**src/rtl/spi_reg_pkg.sv**
```systemverilog
package spi_reg_pkg;

  // Header address width is fixed by the header byte layout.
  localparam int HDR_AW = 6;
  localparam int BYTE_W = 8;

  typedef struct packed {
    logic              rd;
    logic              burst;
    logic [HDR_AW-1:0] addr;
  } hdr_t;

  typedef enum logic [2:0] {
    MS_IDLE      = 3'd0,
    MS_SPARE_A   = 3'd1,
    MS_SEND      = 3'd2,
    MS_SEND_RDY  = 3'd3,
    MS_CALIB     = 3'd4,
    MS_SETTLE    = 3'd5,
    MS_SPARE_B   = 3'd6,
    MS_UNDERRUN  = 3'd7
  } mstate_t;

  typedef enum logic {
    PH_HDR  = 1'b0,
    PH_DATA = 1'b1
  } phase_t;

  // Unused codes are folded onto idle before they reach the host.
  function automatic logic [2:0] fold_state(input logic [2:0] raw);
    logic [2:0] res;
    case (mstate_t'(raw))
      MS_SPARE_A, MS_SPARE_B: res = MS_IDLE;
      default:                res = raw;
    endcase
    return res;
  endfunction

endpackage

```
**src/rtl/spi_pin_sync.sv**
```systemverilog
module spi_pin_sync #(
  parameter int STAGES = 2
) (
  input  logic clk,
  input  logic rst,
  input  logic sclk,
  input  logic cs_n,
  input  logic mosi,
  output logic sclk_rise,
  output logic sclk_fall,
  output logic cs_act,
  output logic cs_start,
  output logic mosi_s
);

  // Pin order inside the vector: {mosi, cs_n, sclk}
  localparam int NPIN = 3;
  localparam logic [NPIN-1:0] IDLE_LVL = NPIN'(3'b010);

  logic [NPIN-1:0] pins_in;
  logic [NPIN-1:0] pins_s;
  logic            sclk_prev;
  logic            act_prev;

  assign pins_in = {mosi, cs_n, sclk};

  for (genvar g = 0; g < NPIN; g++) begin : g_chain
    logic [STAGES-1:0] chain;
    always_ff @(posedge clk) begin
      if (rst) chain <= {STAGES{IDLE_LVL[g]}};
      else     chain <= {chain[STAGES-2:0], pins_in[g]};
    end
    assign pins_s[g] = chain[STAGES-1];
  end

  always_ff @(posedge clk) begin
    if (rst) begin
      sclk_prev <= 1'b0;
      act_prev  <= 1'b0;
    end else begin
      sclk_prev <= pins_s[0];
      act_prev  <= ~pins_s[1];
    end
  end

  assign sclk_rise = pins_s[0] & ~sclk_prev;
  assign sclk_fall = ~pins_s[0] & sclk_prev;
  assign cs_act    = ~pins_s[1];
  assign cs_start  = ~pins_s[1] & ~act_prev;
  assign mosi_s    = pins_s[2];

endmodule

```
**src/rtl/spi_status_pack.sv**
```systemverilog
module spi_status_pack
  import spi_reg_pkg::*;
#(
  parameter int FREE_W = 7
) (
  input  logic              ready_n,
  input  logic [2:0]        main_state,
  input  logic [FREE_W-1:0] tx_free,
  output logic [BYTE_W-1:0] status
);

  localparam logic [FREE_W-1:0] FREE_CAP = FREE_W'(15);

  logic [3:0] free_field;

  always_comb begin
    if (tx_free >= FREE_CAP) free_field = 4'hF;
    else                     free_field = tx_free[3:0];
  end

  assign status = {ready_n, fold_state(main_state), free_field};

endmodule

```
**src/rtl/spi_cfg_bank.sv**
```systemverilog
module spi_cfg_bank
  import spi_reg_pkg::*;
#(
  parameter int DEPTH = 48
) (
  input  logic              clk,
  input  logic              we,
  input  logic [HDR_AW-1:0] waddr,
  input  logic [BYTE_W-1:0] wdata,
  input  logic [HDR_AW-1:0] raddr,
  output logic [BYTE_W-1:0] rdata
);

  localparam logic [HDR_AW-1:0] TOP_ADDR = HDR_AW'(DEPTH - 1);

  logic [BYTE_W-1:0] mem [DEPTH];

  // Plain write port and registered read port so block RAM can be inferred.
  always_ff @(posedge clk) begin
    if (we && (waddr <= TOP_ADDR)) mem[waddr] <= wdata;
  end

  always_ff @(posedge clk) begin
    if (raddr <= TOP_ADDR) rdata <= mem[raddr];
    else                   rdata <= '0;
  end

endmodule

```
**src/rtl/spi_reg_if.sv**
```systemverilog
module spi_reg_if
  import spi_reg_pkg::*;
#(
  parameter int DEPTH       = 48,
  parameter int FREE_W      = 7,
  parameter int SYNC_STAGES = 2
) (
  input  logic              clk,
  input  logic              rst,
  input  logic              sclk,
  input  logic              cs_n,
  input  logic              mosi,
  output logic              miso,
  input  logic              ready_n,
  input  logic [2:0]        main_state,
  input  logic [FREE_W-1:0] tx_free
);

  localparam int               CNT_W    = $clog2(BYTE_W);
  localparam logic [CNT_W-1:0] LAST_BIT = CNT_W'(BYTE_W - 1);
  localparam logic [HDR_AW-1:0] ADDR_ONE = HDR_AW'(1);

  logic              sclk_rise;
  logic              sclk_fall;
  logic              cs_act;
  logic              cs_start;
  logic              mosi_s;
  logic [BYTE_W-1:0] status;
  logic [BYTE_W-1:0] rdata;

  logic [CNT_W-1:0]  bit_cnt;
  logic [BYTE_W-2:0] rx_sr;
  logic [BYTE_W-1:0] tx_sr;
  logic [BYTE_W-1:0] rx_byte;
  hdr_t              hdr_in;
  phase_t            phase;
  logic              rd_flag;
  logic              burst_flag;
  logic [HDR_AW-1:0] ptr;
  logic              we;
  logic [HDR_AW-1:0] waddr;
  logic [BYTE_W-1:0] wdata;

  spi_pin_sync #(.STAGES(SYNC_STAGES)) u_sync (
    .clk       (clk),
    .rst       (rst),
    .sclk      (sclk),
    .cs_n      (cs_n),
    .mosi      (mosi),
    .sclk_rise (sclk_rise),
    .sclk_fall (sclk_fall),
    .cs_act    (cs_act),
    .cs_start  (cs_start),
    .mosi_s    (mosi_s)
  );

  spi_status_pack #(.FREE_W(FREE_W)) u_stat (
    .ready_n    (ready_n),
    .main_state (main_state),
    .tx_free    (tx_free),
    .status     (status)
  );

  spi_cfg_bank #(.DEPTH(DEPTH)) u_bank (
    .clk   (clk),
    .we    (we),
    .waddr (waddr),
    .wdata (wdata),
    .raddr (ptr),
    .rdata (rdata)
  );

  assign rx_byte = {rx_sr, mosi_s};
  assign hdr_in  = hdr_t'(rx_byte);

  always_ff @(posedge clk) begin
    if (rst) begin
      bit_cnt    <= '0;
      rx_sr      <= '0;
      tx_sr      <= '0;
      phase      <= PH_HDR;
      rd_flag    <= 1'b0;
      burst_flag <= 1'b0;
      ptr        <= '0;
      we         <= 1'b0;
      waddr      <= '0;
      wdata      <= '0;
    end else begin
      we <= 1'b0;
      if (!cs_act) begin
        bit_cnt <= '0;
        phase   <= PH_HDR;
        tx_sr   <= '0;
      end else if (cs_start) begin
        bit_cnt <= '0;
        phase   <= PH_HDR;
        tx_sr   <= status;
      end else if (sclk_rise) begin
        rx_sr   <= rx_byte[BYTE_W-2:0];
        bit_cnt <= bit_cnt + 1'b1;
        if (bit_cnt == LAST_BIT) begin
          if (phase == PH_HDR) begin
            rd_flag    <= hdr_in.rd;
            burst_flag <= hdr_in.burst;
            ptr        <= hdr_in.addr;
            phase      <= PH_DATA;
          end else begin
            if (!rd_flag) begin
              we    <= 1'b1;
              waddr <= ptr;
              wdata <= rx_byte;
            end
            if (burst_flag) ptr   <= ptr + ADDR_ONE;
            else            phase <= PH_HDR;
          end
        end
      end else if (sclk_fall) begin
        if (bit_cnt == '0) begin
          if (phase == PH_DATA && rd_flag) tx_sr <= rdata;
          else                             tx_sr <= status;
        end else begin
          tx_sr <= {tx_sr[BYTE_W-2:0], 1'b0};
        end
      end
    end
  end

  assign miso = tx_sr[BYTE_W-1];

endmodule

```
**config.mk**
```make
export PLATFORM = sky130hd
export DESIGN_NAME = spi_reg_if
export DESIGN_NICKNAME = d
export VERILOG_FILES = /design/src/rtl/spi_reg_pkg.sv /design/src/rtl/spi_pin_sync.sv /design/src/rtl/spi_status_pack.sv /design/src/rtl/spi_cfg_bank.sv /design/src/rtl/spi_reg_if.sv
export SDC_FILE = /design/constraint.sdc
export NUM_CORES = 1
export LEC_CHECK = 0
export BUFFER_PORTS_ARGS = -buffer_cell sky130_fd_sc_hd__buf_2
export CAP_MARGIN = 20
export CORE_UTILIZATION = 30
export CTS_CLUSTER_SIZE = 12
export DETAILED_ROUTE_END_ITERATION = 6
export HOLD_SLACK_MARGIN = 0.08
export PLACE_DENSITY = 0.42
export SLEW_MARGIN = 20
export SYNTH_ARGS = -nofsm -noshare
export SYNTH_HDL_FRONTEND = slang
export SYNTH_SLANG_ARGS = --single-unit
```
**constraint.sdc**
```tcl
create_clock -name clk -period 2.4 [get_ports clk]
set_clock_uncertainty 0.15 [all_clocks]
set_input_delay 0.48 -clock clk [delete_from_list [all_inputs] [get_ports clk]]
set_output_delay 0.48 -clock clk [all_outputs]
set_load 0.01 [all_outputs]
```
==> results of run 1 <==
layout by cell type, fill, tap and decap left out, types with 6 or more instances in the layout:
cell type	instances
sky130_fd_sc_hd__mux2i_1	38
sky130_fd_sc_hd__mux2_2	12
sky130_fd_sc_hd__clkbuf_1	12
sky130_fd_sc_hd__nand2_1	70
sky130_fd_sc_hd__buf_2	16
sky130_fd_sc_hd__edfxtp_1	384
sky130_fd_sc_hd__buf_12	13
sky130_fd_sc_hd__nor2_1	79
sky130_fd_sc_hd__clkinv_1	10
sky130_fd_sc_hd__mux4_2	83
sky130_fd_sc_hd__a211oi_1	16
sky130_fd_sc_hd__o211ai_1	9
sky130_fd_sc_hd__nor4_1	7
sky130_fd_sc_hd__nand3b_1	10
sky130_fd_sc_hd__dfxtp_1	46
sky130_fd_sc_hd__nor2b_1	17
sky130_fd_sc_hd__a21oi_1	43
sky130_fd_sc_hd__clkbuf_16	50
sky130_fd_sc_hd__nand3_1	12
sky130_fd_sc_hd__nand2b_1	6
sky130_fd_sc_hd__buf_4	99
sky130_fd_sc_hd__inv_1	11
sky130_fd_sc_hd__o21ai_0	11
sky130_fd_sc_hd__clkinv_2	9
sky130_fd_sc_hd__dfxtp_2	9
sky130_fd_sc_hd__nor3_1	11
sky130_fd_sc_hd__nor3b_1	6
area by class of cell:
| type | instances | share of cell area |
|---|---|---|
| Timing Repair Buffer | 131 | 0.05347 |
| Clock inverter | 26 | 0.01129 |
| Inverter | 11 | 0.001982 |
| Multi-Input combinational cell | 495 | 0.2146 |
| Tap cell | 765 | 0.04596 |
| Sequential cell | 442 | 0.6105 |
| Clock buffer | 62 | 0.06224 |
final timing paths:
check                        startpoint                          to  cells after the start
max                              ptr[1]             u_bank.rdata[7]                      6
min                                 rst                    tx_sr[7]                      3
max reg2reg                      ptr[1]             u_bank.rdata[7]                      6
min reg2reg  u_sync.g_chain[1].chain[0]  u_sync.g_chain[1].chain[1]                      1
tightest hold or removal path: cells and delay by family:
family / cells / cell delay (ns)
buf+inv: 1 / 0.09
compound gates: 1 / 0.05
simple gates: 1 / 0.21
metal layers:
metal	track usage	vias up	wire length, um
met4	0.04853	0	986
met5	0	-	0
met1	0.2211	4914	21430
met2	0.2445	182	21170
li1	-	4238	-
met3	0.02412	58	1905
power by group through the flow:
stage	Combinational (mW)	Sequential (mW)	Clock, mW
after global routing	0.0712	8.23	7.69
after detailed placement	0.0597	8.40	0
after floorplan	0.0333	8.40	0
final	0.0633	8.23	7.21
after CTS	0.0645	8.23	7.43
after global placement	0.0585	8.40	0
metrics by stage:
step	instances	hold WS (ns)	utilization	power, mW
2_1_floorplan	1011	0.2395	-	8.431
3_3_place_gp	1841	0.2507	0.3338	8.454
5_1_grt	1932	0.1595	0.3610	15.99
6_report	1932	0.1594	0.3610	15.51
3_5_place_dp	1841	0.2497	0.3338	8.455
4_1_cts	1932	0.1242	0.3608	15.73
timing repair:
item / 4_1_cts / 5_1_grt
endpoints found under the setup margin: 0 / 2
gates resized for setup: 0 / 2
setup buffers: 0 / 0
hold endpoints to repair: 3 / 0
hold buffers: 3 / 0
state kept, by name (all words and copies together), names as in the netlist, 3 cells and up:
signal,count
u_bank.rdata,8
waddr,6
u_sync.g_chain.chain,6
ptr,6
bit_cnt,3
wdata,8
u_bank.mem,384
rx_sr,7
tx_sr,8
synthesized netlist by cell type, types with 5 or more instances:
cell type / number / area, sq um
sky130_fd_sc_hd__a211oi_1: 17 / 127.6
sky130_fd_sc_hd__a21oi_1: 43 / 215.2
sky130_fd_sc_hd__buf_2: 15 / 75.07
sky130_fd_sc_hd__buf_4: 11 / 82.58
sky130_fd_sc_hd__buf_6: 6 / 67.56
sky130_fd_sc_hd__clkbuf_1: 26 / 97.59
sky130_fd_sc_hd__dfxtp_1: 58 / 1161
sky130_fd_sc_hd__edfxtp_1: 384 / 11530
sky130_fd_sc_hd__inv_1: 11 / 41.29
sky130_fd_sc_hd__mux2_2: 12 / 135.1
sky130_fd_sc_hd__mux2i_1: 38 / 380.4
sky130_fd_sc_hd__mux4_1: 5 / 131.4
sky130_fd_sc_hd__mux4_2: 83 / 1869
sky130_fd_sc_hd__nand2_1: 70 / 262.8
sky130_fd_sc_hd__nand2b_1: 6 / 37.54
sky130_fd_sc_hd__nand3_1: 12 / 60.06
sky130_fd_sc_hd__nand3b_1: 10 / 75.07
sky130_fd_sc_hd__nor2_1: 79 / 296.5
sky130_fd_sc_hd__nor2b_1: 17 / 106.4
sky130_fd_sc_hd__nor3_1: 12 / 60.06
sky130_fd_sc_hd__nor3b_1: 6 / 45.04
sky130_fd_sc_hd__nor4_1: 7 / 43.79
sky130_fd_sc_hd__o211ai_1: 9 / 67.56
sky130_fd_sc_hd__o21ai_0: 11 / 55.05
sky130_fd_sc_hd__o32ai_1: 5 / 43.79
sky130_fd_sc_hd__or3b_2: 5 / 43.79
cell families (layout without fill, tap and decap cells):
| group | Yosys count | after routing | synth area share |
|---|---|---|---|
| adder cells (fa/ha/maj) | 4 | 4 | 0.002853 |
| flip-flops | 442 | 442 | 0.7234 |
| multiplexers | 138 | 138 | 0.1434 |
| XOR/XNOR | 1 | 1 | 0.0004993 |
| AO/OA/AOI/OAI | 113 | 113 | 0.04222 |
| buffers and inverters | 74 | 230 | 0.02246 |
| AND/OR/NAND/NOR | 239 | 239 | 0.06518 |
==> flow_summary.json, run 1 <==
{
  "finish.instance_area_sq_mm": 0.02083,
  "yosys_most_used_dff": "sky130_fd_sc_hd__edfxtp_1",
  "crit_path_end_kind": "flop",
  "totalWireLength_mm": 45.50,
  "synth_fp_nets": 1031,
  "transition_at_the_pin_with_the_smallest_max_transition_slack_ns": 0.6864,
  "final_setup_violation_count": 0,
  "post_dr_wirelength_cell_um": 23.55,
  "drt_pre_antenna_iters": 5,
  "area.growth.synth_to_final_pct": 18.71,
  "final_nets": 1150,
  "via_count_of_the_first_global_routing_pass": 9647,
  "critical-path-max-stage-delay_ns": 0.54,
  "cts_tree": "built",
  "cts_max_level": 2,
  "fp.dieW_um": 243.8,
  "cpMaxStageDelayCell": "sky130_fd_sc_hd__mux4_2",
  "drive_gt1_frac": 0.2691,
  "synth_enable_flop_cells": 384,
  "groute.usage.overall": 0.1557,
  "slew_headroom": 0.5424,
  "placement.cell_area_sq_mm": 0.01926,
  "power_per_cell_area_mw_per_mm2": 744.7,
  "maximum_number_of_pins_on_one_net_before_global_route_repair": 50,
  "avgViaCountPerCell": 4.861,
  "postSynthCellCount": 1011,
  "hold_class": "in -> reg",
  "pwr-share-comb": 0.004,
  "synth-warning-count": 0,
  "detailed_place_hpwl_mm": 29.27,
  "cts_made_buffers": 49,
  "average_cell_area_after_synthesis_sq_um": 17.35,
  "final_antenna_net_count": 0,
  "global_route_wire_length_before_repair_mm": 67.43,
  "criticalPathCategory": "reg -> reg",
  "pre_cts_setup_slack_ns": 0.008950,
  "nFillCells": 5470,
  "start_util": 0.3041,
  "max_freq_ghz": 0.4341,
  "cts_root_buffer": "sky130_fd_sc_hd__clkbuf_16",
  "floorplan.die.height_um": 243.8,
  "grt_overflow_total": 0,
  "cp.required_ns": 2.71,
  "cts-root-to-sink-buffers": 3,
  "worst_setup_path_start_kind": "flop",
  "drtIter0Drc": 820,
  "critPathArrivalTime_ns": 2.62,
  "clk_latency_ns": 0.59,
  "n_antenna_cell": 0,
  "num_io_pins": 17,
  "switching_share": 0.1945,
  "gp_routability_congestion": 0.7407,
  "critical_path.max_fanout": 11,
  "worst_ir_drop_vdd_mv": 0.4907,
  "synthArstFlopShare": 0,
  "detailroute.via_count": 9392,
  "post-route-drc-count": 0,
  "yosys_register_bits": 442,
  "fin_setup_tns_ns": 0,
  "crit_family": "multiplexers",
  "reg2reg_setup_slack_ns": 0.1,
  "timing.final.crit_share": 0.9599,
  "coreArea_sq_mm": 0.05770,
  "rows": 88,
  "clk_pin_slew_worst_paths_ns": 0.06,
  "min_period_ns": 2.304,
  "sequential_cell_area_sq_mm": 0.01271,
  "grt_antenna_before_repair": 0,
  "grt_setup_unrepaired": "false",
  "multi_input_comb_area_sq_mm": 0.004469,
  "setup_ws_ns": 0.09621,
  "portBuffers": 16,
  "max_cap_violations": 0,
  "drv_slew": 0,
  "power_report.internal_total_mw": 12.49,
  "yosysSeqAreaShare": 0.7234,
  "pwr-share-seq": 0.531,
  "clock_power_share": 0.465,
  "outcome": "complete, no violations",
  "die-area_sq_mm": 0.05946,
  "yosys.cell_types.count": 51,
  "timing.critical_path.buf_inv": 2,
  "synthesis.area_sq_mm": 0.01755,
  "numClockSinks": 442,
  "power_spent_charging_and_discharging_nets_mw": 3.016,
  "crit_chain": "buf_12 -> buf_4 -> mux4_2 -> mux2i_1 -> o21ai_0 -> o22a_1",
  "final_hold_viol_count": 0,
  "power_leakage_nw": 6.590
}
No activity file was read; power rests on OpenSTA's default activity.
==> inputs of run 2 (changes only) <==
--- a/config.mk
+++ b/config.mk
@@ -12,6 +12,7 @@
 export DETAILED_ROUTE_END_ITERATION = 6
 export HOLD_SLACK_MARGIN = 0.08
 export PLACE_DENSITY = 0.42
+export RECOVER_POWER = 25
 export SLEW_MARGIN = 20
 export SYNTH_ARGS = -nofsm -noshare
 export SYNTH_HDL_FRONTEND = slang
==> run 2 against run 1 <==
Compared with the run above:
- largest cell class unchanged
- power barely moved
- the flow now finishes with violations (max-capacitance violations, max-slew violations)
- first-iteration DRC count rose by 0.24%
- count of clock-buffer cells in the layout did not move
==> flow_summary.json, run 2 (synthesis results as in run 1) <==
{
  "coreArea_sq_mm": 0.05770,
  "outcome": "finished, violations left",
  "place_inst": 1841,
  "pwr-share-seq": 0.531,
  "pwr-share-comb": 0.004,
  "avgViaCountPerCell": 4.868,
  "drt_pre_antenna_iters": 5,
  "post-route-drc-count": 0,
  "worst_setup_path_startpoint": "ptr[0]",
  "groute.usage.overall": 0.1557,
  "start_util": 0.3041,
  "layout.cells.most_common_list": "384 x sky130_fd_sc_hd__edfxtp_1, 94 x sky130_fd_sc_hd__buf_4, 83 x sky130_fd_sc_hd__mux4_2, 79 x sky130_fd_sc_hd__nor2_1, 70 x sky130_fd_sc_hd__nand2_1",
  "fin_setup_tns_ns": 0,
  "fp.dieW_um": 243.8,
  "finish.instance_area_sq_mm": 0.02078,
  "transition_at_the_pin_with_the_smallest_max_transition_slack_ns": 1.789,
  "grt_antenna_before_repair": 0,
  "max_flop_register": "u_bank.mem",
  "critical_path.max_fanout": 16,
  "die-area_sq_mm": 0.05946,
  "num_io_pins": 17,
  "layout.cells.most_common": "sky130_fd_sc_hd__edfxtp_1",
  "timing.final.crit_share": 0.9523,
  "report.power.total_mw": 15.51,
  "max_cap_violations": 1,
  "final_setup_violation_count": 0,
  "critPathArrivalTime_ns": 2.60,
  "cts_root_buffer": "sky130_fd_sc_hd__clkbuf_16",
  "gp_routability_congestion": 0.7407,
  "power_report.internal_total_mw": 12.49,
  "clock_power_share": 0.465,
  "final_cell_count_no_fill": 1932,
  "clk_latency_ns": 0.59,
  "power_per_cell_area_mw_per_mm2": 746.3,
  "cts_max_level": 2,
  "power_leakage_nw": 6.565,
  "pre_cts_setup_slack_ns": 0.008950,
  "hold_class": "in -> reg",
  "placement.cell_area_sq_mm": 0.01926,
  "maximum_number_of_pins_on_one_net_before_global_route_repair": 50,
  "detailed_place_hpwl_mm": 29.27,
  "global_route_wire_length_before_repair_mm": 67.43,
  "drv_slew": 38,
  "via_count_of_the_first_global_routing_pass": 9647,
  "flip_flop_count_of_the_largest_register_after_layout": 384,
  "n_antenna_cell": 0,
  "post_dr_wirelength_cell_um": 23.55,
  "drive_gt1_frac": 0.2579,
  "slew_headroom": -0.1923,
  "cts-root-to-sink-buffers": 3,
  "detailroute.via_count": 9405,
  "totalWireLength_mm": 45.50,
  "switching_share": 0.1946,
  "crit_path_end_kind": "flop",
  "numClockSinks": 442,
  "timing.rr.start": "ptr[0]",
  "cp.required_ns": 2.71,
  "drtIter0Drc": 822,
  "floorplan.die.height_um": 243.8,
  "portBuffers": 16,
  "worst_setup_path_start_kind": "flop",
  "rows": 88,
  "final_hold_viol_count": 0,
  "worst_ir_drop_vdd_mv": 0.4897,
  "grt_overflow_total": 0,
  "final_antenna_net_count": 0,
  "power_spent_charging_and_discharging_nets_mw": 3.018,
  "clk_pin_slew_worst_paths_ns": 0.06,
  "hold_path.startpoint": "tx_free[1]",
  "criticalPathCategory": "reg -> reg",
  "cts_made_buffers": 49,
  "min_period_ns": 2.285,
  "grt_setup_unrepaired": "false",
  "area.growth.synth_to_final_pct": 18.46,
  "violations": "max-capacitance violations, max-slew violations",
  "setup_ws_ns": 0.1145,
  "cts_tree": "built",
  "final_nets": 1150,
  "max_freq_ghz": 0.4375
}
==> run 2: changes by cell type in the layout (fill, tap and decap cells not counted), sizes merged <==
| cell | before | now |
|---|---|---|
| buf | 128 | 122 |
| clkbuf | 62 | 68 |
==> run 2: per-layer routing <==
layer,GRT usage,vias up,part of all wire
met1,0.2211,4925,0.47
met4,0.04853,0,0.022
met5,0,-,0
li1,-,4236,-
met3,0.02412,58,0.039
met2,0.2445,186,0.47
==> run 2: what timing repair did <==
action	in CTS	in global routing
hold buffers	3	0
setup buffers	0	0
endpoints found under the setup margin	0	2
hold endpoints to repair	3	0
resized for setup	0	2
==> run 2: area by class of cell <==
cell class                 instances  area (sq um)
fill                            5476         36910
sequential                       442         12700
multi-input combinational        495          4469
clock buffer                      62          1296
timing repair buffer             131          1081
tap                              765         957.2
clock inverter                    26         235.2
inverter                          11         41.29
==> run 2: through the flow <==
stage | util | hold WS (ns)
2_1_floorplan | - | 0.2395
3_3_place_gp | 0.3338 | 0.2507
3_5_place_dp | 0.3338 | 0.2497
4_1_cts | 0.3608 | 0.1242
5_1_grt | 0.3603 | 0.2439
6_report | 0.3603 | 0.2127
==> run 2: worst paths after layout <==
| check | endpoint | slack (ns) | depth (start not counted) |
|---|---|---|---|
| setup / recovery | u_bank.rdata[0] | 0.11 | 6 |
| setup reg to reg | u_bank.rdata[0] | 0.11 | 6 |
| hold reg to reg | u_sync.g_chain[1].chain[1] | 0.27 | 1 |
| hold / removal | tx_sr[1] | 0.21 | 5 |
==> run 2: power groups by stage <==
stage	registers, mW	logic (mW)	clock network (mW)
after detailed placement	8.40	0.0597	0
after global routing	8.23	0.0704	7.69
after floorplan	8.40	0.0333	0
after global placement	8.40	0.0585	0
final	8.23	0.0624	7.21
after CTS	8.23	0.0645	7.43
==> run 2: worst max-delay path, cell delays in order (launching register included) <==
cell and delay, ns:
sky130_fd_sc_hd__dfxtp_4 0.41, sky130_fd_sc_hd__buf_12 0.19, sky130_fd_sc_hd__buf_4 0.21, sky130_fd_sc_hd__mux4_2 0.52
sky130_fd_sc_hd__mux4_2 0.51, sky130_fd_sc_hd__inv_1 0.08, sky130_fd_sc_hd__o32ai_1 0.08
==> inputs of run 3 (changes only) <==
--- a/config.mk
+++ b/config.mk
@@ -5,6 +5,7 @@
 export SDC_FILE = /design/constraint.sdc
 export NUM_CORES = 1
 export LEC_CHECK = 0
+export ABC_CLOCK_PERIOD_IN_PS = 2950
 export BUFFER_PORTS_ARGS = -buffer_cell sky130_fd_sc_hd__buf_2
 export CAP_MARGIN = 20
 export CORE_UTILIZATION = 30
==> constraint.sdc (replaced) <==
create_clock -name clk -period 2.95 [get_ports clk]
set_clock_uncertainty 0.15 [all_clocks]
set_input_delay 0.59 -clock clk [delete_from_list [all_inputs] [get_ports clk]]
set_output_delay 0.59 -clock clk [all_outputs]
set_load 0.01 [all_outputs]
==> run 3 against run 2 <==
Compared with the run above:
- utilization shrank 0.50 points
- setup slack improved by 0.38 ns
- final area shrank 1.4%
- hold slack gained 0.059 ns
- routed wire length decreased by 3.7%
- the run still ends with max-capacitance violations, max-slew violations left
- sequential power fell by 19%
- power shrank 19%
- die area unchanged
- fmax shrank 7.0%
- non-clock buffer count fell by 31
==> flow_summary.json, run 3 (synthesis results as in run 1) <==
{
  "outcome": "finished, violations left",
  "violations": "max-capacitance violations, max-slew violations",
  "global_route_wire_length_before_repair_mm": 65.07,
  "fp.dieW_um": 243.8,
  "start_util": 0.3041,
  "critical_path.max_fanout": 41,
  "post-route-drc-count": 0,
  "drive_gt1_frac": 0.2485,
  "floorplan.die.height_um": 243.8,
  "min_period_ns": 2.456,
  "clk_pin_slew_worst_paths_ns": 0.06,
  "setup_ws_ns": 0.4936,
  "max_flop_register": "u_bank.mem",
  "transition_at_the_pin_with_the_smallest_max_transition_slack_ns": 1.972,
  "criticalPathCategory": "reg -> reg",
  "max_freq_ghz": 0.4071,
  "totalWireLength_mm": 43.83,
  "cts_max_level": 2,
  "max_cap_violations": 2,
  "power_leakage_nw": 6.413,
  "cts_root_buffer": "sky130_fd_sc_hd__clkbuf_16",
  "area.growth.synth_to_final_pct": 16.82,
  "groute.usage.overall": 0.1504,
  "n_antenna_cell": 0,
  "hold_class": "reg -> reg",
  "cts-root-to-sink-buffers": 3,
  "postCtsSetupBuffers": 0,
  "layout.cells.most_common": "sky130_fd_sc_hd__edfxtp_1",
  "gp_routability_congestion": 0.7313,
  "grt_overflow_total": 0,
  "grt_setup_unrepaired": "false",
  "final_antenna_net_count": 0,
  "crit_path_end_kind": "flop",
  "maximum_number_of_pins_on_one_net_before_global_route_repair": 50,
  "avgViaCountPerCell": 4.839,
  "rows": 88,
  "detailroute.via_count": 9213,
  "pre_cts_setup_slack_ns": 0.4335,
  "layout.cells.most_common_list": "384 x sky130_fd_sc_hd__edfxtp_1, 83 x sky130_fd_sc_hd__mux4_2, 79 x sky130_fd_sc_hd__nor2_1, 70 x sky130_fd_sc_hd__nand2_1, 70 x sky130_fd_sc_hd__buf_4",
  "worst_ir_drop_vdd_mv": 0.3981,
  "post_cts_resize_count": 0,
  "drv_slew": 88,
  "die-area_sq_mm": 0.05946,
  "clk_latency_ns": 0.60,
  "drt_pre_antenna_iters": 6,
  "portBuffers": 16,
  "cts_made_buffers": 49,
  "cts_tree": "built",
  "cp.required_ns": 3.28,
  "critPathArrivalTime_ns": 2.79,
  "grt_antenna_before_repair": 1,
  "final_setup_violation_count": 0,
  "final_hold_viol_count": 0,
  "timing.final.crit_share": 0.8327,
  "drtIter0Drc": 776,
  "detailed_place_hpwl_mm": 27.00,
  "numClockSinks": 442,
  "power_per_cell_area_mw_per_mm2": 613.4,
  "num_io_pins": 17,
  "final_nets": 1119,
  "post_dr_wirelength_cell_um": 23.02,
  "coreArea_sq_mm": 0.05770,
  "via_count_of_the_first_global_routing_pass": 9394,
  "slew_headroom": -0.3168,
  "report.power.total_mw": 12.57,
  "flip_flop_count_of_the_largest_register_after_layout": 384,
  "fin_setup_tns_ns": 0,
  "worst_setup_path_start_kind": "flop"
}
==> run 3: cell count changes in the layout (fill, tap and decap cells not counted), sizes merged <==
cell      delta
buf         -29
clkbuf       +1
bufinv       -2
inv          +3
clkinvlp     -1
==> run 3: critical path, cell delays in order, from the launching register on <==
cell,delay (ns)
sky130_fd_sc_hd__dfxtp_4,0.38
sky130_fd_sc_hd__buf_12,0.25
sky130_fd_sc_hd__mux4_2,0.56
sky130_fd_sc_hd__mux2_2,0.35
sky130_fd_sc_hd__nand2_1,0.10
sky130_fd_sc_hd__o2111ai_1,0.23
sky130_fd_sc_hd__o22a_1,0.28
==> run 3: final timing paths <==
check                             startpoint  slack (ns)  cells after the start                         end
setup reg to reg                      ptr[1]        0.49                      6             u_bank.rdata[7]
setup / recovery                      ptr[1]        0.49                      6             u_bank.rdata[7]
hold / removal    u_sync.g_chain[1].chain[0]        0.27                      1  u_sync.g_chain[1].chain[1]
hold reg to reg   u_sync.g_chain[1].chain[0]        0.27                      1  u_sync.g_chain[1].chain[1]
==> run 3: timing repair <==
item / CTS / global route
endpoints found under the setup margin: 0 / 0
hold endpoints to repair: 3 / 0
hold buffers: 3 / 0
==> run 3: area by class of cell <==
type	count	area, sq um
clock buffers	65	1336
fillers	5458	37200
clock inverters	26	195.2
inverters	11	41.29
well taps	765	957.2
flip-flops and latches	442	12710
repair buffers	100	794.5
multi-input cells	495	4459
==> run 3: where the power goes <==
group	switching (mW)	internal, mW	leakage (nW)
Combinational	0.0276	0.0217	1.62
Sequential	0.00363	6.70	4.03
Clock	2.46	3.37	0.761
==> run 3: metrics by stage <==
step                std cells  instance area [sq um]  hold slack [ns]    util
finish                   1904                  20500           0.2715  0.3553
global route             1904                  20500           0.2985  0.3553
CTS                      1904                  20510           0.1965  0.3555
detailed placement       1810                  18950           0.2599  0.3284
global placement         1810                  18950           0.2584  0.3284
floorplan                1011                  17550           0.2395       -
==> run 3: metal layers <==
metal	share of wire	vias up	GRT usage
li1	-	4185	-
met1	0.47	4783	0.2135
met2	0.47	184	0.2368
met3	0.041	59	0.02842
met4	0.017	2	0.03676
met5	0.00046	-	0
